==> src/rtl/cic3_pkg.sv <==
package cic3_pkg;
    localparam int OUT_W    = 16;
    localparam int LOG_N_LO = 7;
    localparam int LOG_N_HI = 8;
    localparam int ORDER    = 3;
    localparam int ACC_W    = ORDER * LOG_N_HI + 2;
    localparam int SKIP     = 3;
endpackage

==> src/rtl/cic3_integ.sv <==
module cic3_integ #(
    parameter int ACC_W = 26,
    parameter int ORDER = 3
) (
    input  logic             clk,
    input  logic             rst_n,
    input  logic             clr,
    input  logic             smp_en,
    input  logic             mod_bit,
    output logic [ACC_W-1:0] acc_o
);
    typedef struct packed {
        logic [ORDER-1:0][ACC_W-1:0] s;
    } integ_st_t;

    integ_st_t st_d, st_q;

    always_comb begin
        logic [ACC_W-1:0] feed;
        st_d = st_q;
        feed = mod_bit ? ACC_W'(1) : {ACC_W{1'b1}};
        if (clr) begin
            st_d = '0;
        end else if (smp_en) begin
            for (int k = 0; k < ORDER; k++) begin
                st_d.s[k] = st_q.s[k] + feed;
                feed      = st_d.s[k];
            end
        end
    end

    always_ff @(posedge clk) begin
        if (!rst_n) st_q <= '0;
        else        st_q <= st_d;
    end

    assign acc_o = st_q.s[ORDER-1];

    // with no strobe and no clear, the integrator output must not move
    a_r7_idle_hold: assert property (@(posedge clk) disable iff (!rst_n)
        (!smp_en && !clr) |=> $stable(acc_o));
    // a clear empties the last integrator
    a_r8_integ_cleared: assert property (@(posedge clk) disable iff (!rst_n)
        clr |=> (acc_o == '0));
endmodule

==> src/rtl/cic3_comb.sv <==
module cic3_comb #(
    parameter int ACC_W = 26,
    parameter int ORDER = 3
) (
    input  logic             clk,
    input  logic             rst_n,
    input  logic             clr,
    input  logic             take,
    input  logic [ACC_W-1:0] din,
    output logic [ACC_W-1:0] raw_o,
    output logic             raw_vld_o
);
    typedef struct packed {
        logic [ORDER-1:0][ACC_W-1:0] dly;
        logic [ACC_W-1:0]            raw;
        logic                        vld;
    } comb_st_t;

    comb_st_t st_d, st_q;

    always_comb begin
        logic [ACC_W-1:0] v;
        st_d     = st_q;
        st_d.vld = 1'b0;
        v        = din;
        if (clr) begin
            st_d = '0;
        end else if (take) begin
            for (int k = 0; k < ORDER; k++) begin
                st_d.dly[k] = v;
                v           = v - st_q.dly[k];
            end
            st_d.raw = v;
            st_d.vld = 1'b1;
        end
    end

    always_ff @(posedge clk) begin
        if (!rst_n) st_q <= '0;
        else        st_q <= st_d;
    end

    assign raw_o     = st_q.raw;
    assign raw_vld_o = st_q.vld;

    // the differencing stage never emits two results back to back
    a_r9_raw_pulse: assert property (@(posedge clk) disable iff (!rst_n)
        raw_vld_o |=> !raw_vld_o);
    // nothing is produced in the cycle after a clear
    a_r8_comb_quiet: assert property (@(posedge clk) disable iff (!rst_n)
        clr |=> !raw_vld_o);
endmodule

==> src/rtl/cic3_scale.sv <==
module cic3_scale #(
    parameter int ACC_W    = 26,
    parameter int OUT_W    = 16,
    parameter int LOG_N_LO = 7,
    parameter int LOG_N_HI = 8,
    parameter int ORDER    = 3
) (
    input  logic [ACC_W-1:0] raw,
    input  logic             rate_sel,
    output logic [OUT_W-1:0] word
);
    localparam int SH_LO = ORDER * LOG_N_LO - (OUT_W - 1);
    localparam int SH_HI = ORDER * LOG_N_HI - (OUT_W - 1);
    localparam logic signed [ACC_W-1:0] MAXV = ACC_W'((2 ** (OUT_W - 1)) - 1);
    localparam logic signed [ACC_W-1:0] MINV = -MAXV - ACC_W'(1);

    logic signed [ACC_W-1:0] shifted;

    always_comb begin
        shifted = rate_sel ? ($signed(raw) >>> SH_LO) : ($signed(raw) >>> SH_HI);
        if (shifted > MAXV)      word = MAXV[OUT_W-1:0];
        else if (shifted < MINV) word = MINV[OUT_W-1:0];
        else                     word = shifted[OUT_W-1:0];
    end
endmodule

==> src/rtl/cic3_decim.sv <==
module cic3_decim
    import cic3_pkg::*;
#(
    parameter int P_OUT_W    = OUT_W,
    parameter int P_LOG_N_LO = LOG_N_LO,
    parameter int P_LOG_N_HI = LOG_N_HI
) (
    input  logic               clk,
    input  logic               rst_n,
    input  logic               smp_en,
    input  logic               mod_bit,
    input  logic               rate_sel,
    output logic [P_OUT_W-1:0] dec_word,
    output logic               dec_vld
);
    localparam int P_ACC_W = ORDER * P_LOG_N_HI + 2;
    localparam int CNT_W   = P_LOG_N_HI;
    localparam logic [CNT_W-1:0] LAST_HI = CNT_W'((2 ** P_LOG_N_HI) - 1);
    localparam logic [CNT_W-1:0] LAST_LO = CNT_W'((2 ** P_LOG_N_LO) - 1);
    localparam logic [1:0]       SKIP_V  = 2'(SKIP);

    typedef struct packed {
        logic               rate;
        logic [CNT_W-1:0]   cnt;
        logic               tick;
        logic [1:0]         warm;
        logic [P_OUT_W-1:0] word;
        logic               vld;
    } top_st_t;

    top_st_t st_d, st_q;
    logic               clr;
    logic [P_ACC_W-1:0] acc;
    logic [P_ACC_W-1:0] raw;
    logic               raw_vld;
    logic [P_OUT_W-1:0] scaled;

    assign clr = (rate_sel != st_q.rate);

    cic3_integ #(.ACC_W(P_ACC_W), .ORDER(ORDER)) u_integ (
        .clk(clk), .rst_n(rst_n), .clr(clr), .smp_en(smp_en),
        .mod_bit(mod_bit), .acc_o(acc)
    );

    cic3_comb #(.ACC_W(P_ACC_W), .ORDER(ORDER)) u_comb (
        .clk(clk), .rst_n(rst_n), .clr(clr), .take(st_q.tick),
        .din(acc), .raw_o(raw), .raw_vld_o(raw_vld)
    );

    cic3_scale #(.ACC_W(P_ACC_W), .OUT_W(P_OUT_W), .LOG_N_LO(P_LOG_N_LO),
                 .LOG_N_HI(P_LOG_N_HI), .ORDER(ORDER)) u_scale (
        .raw(raw), .rate_sel(st_q.rate), .word(scaled)
    );

    always_comb begin
        logic last;
        st_d      = st_q;
        st_d.rate = rate_sel;
        st_d.tick = 1'b0;
        st_d.vld  = 1'b0;
        last      = (st_q.cnt == (st_q.rate ? LAST_LO : LAST_HI));
        if (clr) begin
            st_d.cnt  = '0;
            st_d.warm = '0;
        end else begin
            if (smp_en) begin
                st_d.cnt  = last ? '0 : st_q.cnt + CNT_W'(1);
                st_d.tick = last;
            end
            if (raw_vld) begin
                if (st_q.warm == SKIP_V) begin
                    st_d.word = scaled;
                    st_d.vld  = 1'b1;
                end else begin
                    st_d.warm = st_q.warm + 2'd1;
                end
            end
        end
    end

    always_ff @(posedge clk) begin
        if (!rst_n) begin
            st_q      <= '0;
            st_q.rate <= rate_sel;
        end else begin
            st_q <= st_d;
        end
    end

    assign dec_word = st_q.word;
    assign dec_vld  = st_q.vld;

    // the result strobe lasts one clock
    a_r9_one_cycle: assert property (@(posedge clk) disable iff (!rst_n)
        dec_vld |=> !dec_vld);
    // the word only moves together with a strobe
    a_r9_word_hold: assert property (@(posedge clk) disable iff (!rst_n)
        !st_d.vld |=> $stable(dec_word));
    // a ratio change is never followed at once by a result
    a_r8_no_out_after_change: assert property (@(posedge clk) disable iff (!rst_n)
        (rate_sel != st_q.rate) |=> !dec_vld);
    // the decimation counter stays inside the selected ratio
    a_r5_cnt_range: assert property (@(posedge clk) disable iff (!rst_n)
        st_q.cnt <= (st_q.rate ? LAST_LO : LAST_HI));
endmodule

==> config.mk <==
export PLATFORM = sky130hd
export DESIGN_NAME = cic3_decim
export DESIGN_NICKNAME = d
export VERILOG_FILES = /design/src/rtl/cic3_pkg.sv /design/src/rtl/cic3_integ.sv /design/src/rtl/cic3_comb.sv /design/src/rtl/cic3_scale.sv /design/src/rtl/cic3_decim.sv
export SDC_FILE = /design/constraint.sdc
export NUM_CORES = 1
export LEC_CHECK = 0
export BUFFER_PORTS_ARGS = -buffer_cell sky130_fd_sc_hd__buf_2
export CORE_MARGIN = 2
export CORE_UTILIZATION = 40
export DETAILED_ROUTE_END_ITERATION = 12
export GPL_ROUTABILITY_DRIVEN = 0
export HOLD_SLACK_MARGIN = 0.12
export PLACE_DENSITY_LB_ADDON = 0.3
export SETUP_SLACK_MARGIN = 0.05
export SLEW_MARGIN = 5
export SYNTH_ARGS = -nofsm -noshare
export SYNTH_HDL_FRONTEND = slang
export SYNTH_SLANG_ARGS = --single-unit
==> constraint.sdc <==
create_clock -name clk -period 9.65 [get_ports clk]
set_clock_uncertainty 0.2 [all_clocks]
set_input_delay 0.965 -clock clk [delete_from_list [all_inputs] [get_ports clk]]
set_output_delay 0.965 -clock clk [all_outputs]
set_load 0.005 [all_outputs]
==> results.yml <==
logic_synthesis:
  synth_cell_types: 79
  yosysWarnings: 0
  async_flop_share_pct: 0
  avgSynthCellArea_sq_um: 8.47
  muxShareOfSynthArea_pct: 10.3
  syn_nets: 1878
  synth_area_leader_cell: "dfxtp_1"
  synth_top_area_share_pct: 28.4
  yosysSeqAreaShare_pct: 28.4
  synth_xor_xnor_area_share_pct: 8.49
  synthTopCellsByArea: "dfxtp_1 (28%), ha_1 (13%), mux2i_1 (10%)"
  synthSimpleGateAreaFrac_pct: 15.0
  syn_inst: 1714
  netlist_area_sq_um: 14500
  synth_compound_area_share_pct: 18.3
  synthAdderAreaFrac_pct: 14.0
  synth.ff_latch_count: 206
  yosys_most_used_dff: "dfxtp_1"
  synth_edf_count: 0
  synth_top_family_by_area: "compound AO/OA/AOI/OAI gates"
critical_path:
  worst_path_largest_cell_delay_ns: 0.50
  crit_family: "compound AO/OA/AOI/OAI gates"
  path_common_cell: "a21oi_1"
  worstPathBufferInverterCount: 2
  endpoint_kind: "flip-flop"
  cpMaxStageDelayCell: "fa_1"
  critPathMaxFanout: 7
  crit_type: "input port to flip-flop"
  critPathLaunchType: "input port"
  crit_required_ns: 9.84
  critPathArrivalTime_ns: 7.27
route:
  vias: 11200
  wl_um: 28800
  vias_per_cell: 5.16
  drtIter0Drc: 473
  wire_per_inst_um: 13.3
  drc: 0
  ant_nets: 0
  drt-pass1-iter-count: 5
clocking:
  cts_root_buffer: "clkbuf_16"
  cts_hold_buffers: 0
  cts.sinks: 206
  cts_setup_buffers: 0
  insertion_delay_ns: 0.53
  cts_tree: "built"
  clk_pin_slew_ns: 0.06
  h-tree-depth: 1
  cts_max_path_buffers: 3
  cts_made_buffers: 25
  cts_resized: 0
place:
  io_buffers: 21
  placed_cell_area_sq_um: 14900
  dp_hpwl_um: 21300
layout:
  fillCellCount: 3451
  nNetsFinal: 1861
  syn_to_final_growth_pct: 7.93
  antenna_cells: 0
  fin_area_sq_um: 15700
  multiInputGateArea_sq_um: 9600
  drive_above_1_share_pct: 6.30
  ff_latch_area_sq_um: 4130
grt:
  grt_usage_pct: 15.2
  grt_pass1_wl_um: 49900
  grt-ovfl-total: 0
  grt_antenna_before_repair: 0
  grt_pass1_vias: 10800
  grt_max_degree: 77
sta:
  finalSetupViolations: 0
  finalHoldViolations: 0
  fmax_mhz: 141
  worst_pin_slew_ns: 1.04
  rsz0062_at_grt: "no"
  final_max_slew_viol_count: 0
  fin_crit_sh_pct: 73.4
  fin_crit_ns: 7.08
  finalSetupTns_ns: 0
  slew_headroom_pct: 30.2
  whs_ns: 0.270
die:
  dieArea_sq_um: 37800
  core.rowCount: 69
  core-area_sq_um: 35700
  pin_count: 22
  start_util_pct: 40.7
  fp.dieW_um: 195
  die_h_um: 195
outcome:
  status: "complete, no violations"
pwr:
  peakVddDrop_v: 0.000188
  powerDensity_nw_per_um2: 308
  p_leak_nw: 6.61
run:
  cap_violations: 0
min_path:
  hold_class: "flip-flop to flip-flop"
-- worst min-delay path: cells and delay by family (launching register included) --
kind	cells	cell delay, ns
compound gates	1	0.06
flops	1	0.29
buf+inv	1	0.06
-- routing by layer --
| metal | wire length, um | track usage, % | vias to the layer above |
|---|---|---|---|
| met5 | 0 | 0 | - |
| li1 | - | - | 5994 |
| met3 | 652 | 1.89 | 38 |
| met4 | 535 | 3.30 | 0 |
| met2 | 13500 | 28.0 | 93 |
| met1 | 14100 | 18.8 | 5095 |
-- path summary, 6_finish.rpt --
path	from	endpoint	slack, ns	cells after the start
max	mod_bit	u_integ.acc_o[25]$_SDFFE_PP0P_	2.57	32
min	u_comb.st_q[81]$_SDFFE_PP0P_	u_comb.st_q[81]$_SDFFE_PP0P_	0.27	2
max reg2reg	u_integ.acc_o[0]$_SDFFE_PP0P_	u_comb.raw_o[22]$_SDFFE_PP0P_	2.93	30
min reg2reg	u_comb.st_q[81]$_SDFFE_PP0P_	u_comb.st_q[81]$_SDFFE_PP0P_	0.27	2
-- through the flow --
stage / cells / power [W] / setup WS, ns / utilization, %
2_1_floorplan: 1714 / 0.00343 / 2.66 / -
3_3_place_gp: 2131 / 0.00390 / 2.25 / 41.8
3_5_place_dp: 2131 / 0.00396 / 2.11 / 41.8
4_1_cts: 2175 / 0.00486 / 2.66 / 44.0
5_1_grt: 2175 / 0.00529 / 2.14 / 44.0
6_report: 2175 / 0.00483 / 2.57 / 44.0
-- power breakdown --
| part | internal [W] | leakage, nW | total, W | switching [W] |
|---|---|---|---|---|
| clock | 0.000516 | 0.385 | 0.000883 | 0.000368 |
| sequential | 0.000883 | 1.67 | 0.000914 | 0.0000318 |
| combinational | 0.00134 | 4.55 | 0.00303 | 0.00169 |
| total | 0.00274 | 6.61 | 0.00483 | 0.00209 |
-- kinds of logic (layout without fill, tap and decap cells) --
group / count (synthesis) / after routing
simple gates: 475 / 475
buf+inv: 193 / 193
flops: 206 / 206
fa+ha+maj: 159 / 159
compound gates: 396 / 396
mux: 149 / 149
xor+xnor: 136 / 136
-- Yosys cell counts, drive strengths merged (32+ instances only) --
cell and instances:
clkbuf 39, a21o 50, dfxtp 206, ha 154, o21ai 61, buf 32
mux2i 149, inv 120, xor2 46, nand2 79, nor2 237, xnor2 87
a21oi 128
-- area by class of cell --
class | count | share of cell area (%)
tap | 461 | 3.68
inverter | 122 | 2.92
sequential | 206 | 26.3
clock inverter | 13 | 0.615
timing repair buffer | 27 | 0.974
multi-input combinational | 1315 | 61.2
clock buffer | 31 | 4.26
-- layout by cell type (no fill, tap or decap), drive strengths merged, types with 9 or more instances in the layout --
cell type / n
nand3: 30
o21bai: 25
a21oi: 128
xnor2: 87
mux2i: 149
and3: 25
o21a: 14
clkinv: 12
inv: 121
a211oi: 29
nand2: 79
o221a: 15
o31ai: 9
nand2b: 10
o21ai: 61
nor3: 26
a21o: 50
nor2: 237
nor2b: 20
xor2: 46
ha: 154
a21boi: 11
dfxtp: 206
clkbuf: 31
nand4: 10
or3: 14
buf: 27
-- state kept, by name, indices dropped and copies added, names as in the netlist --
register and cells:
u_comb.st_q 78, u_integ.st_q 52, u_integ.acc_o 26, u_comb.raw_o 20
dec_word 16, st_q 12, dec_vld 1, u_comb.raw_vld_o 1
No activity file was read; power rests on OpenSTA's default activity.
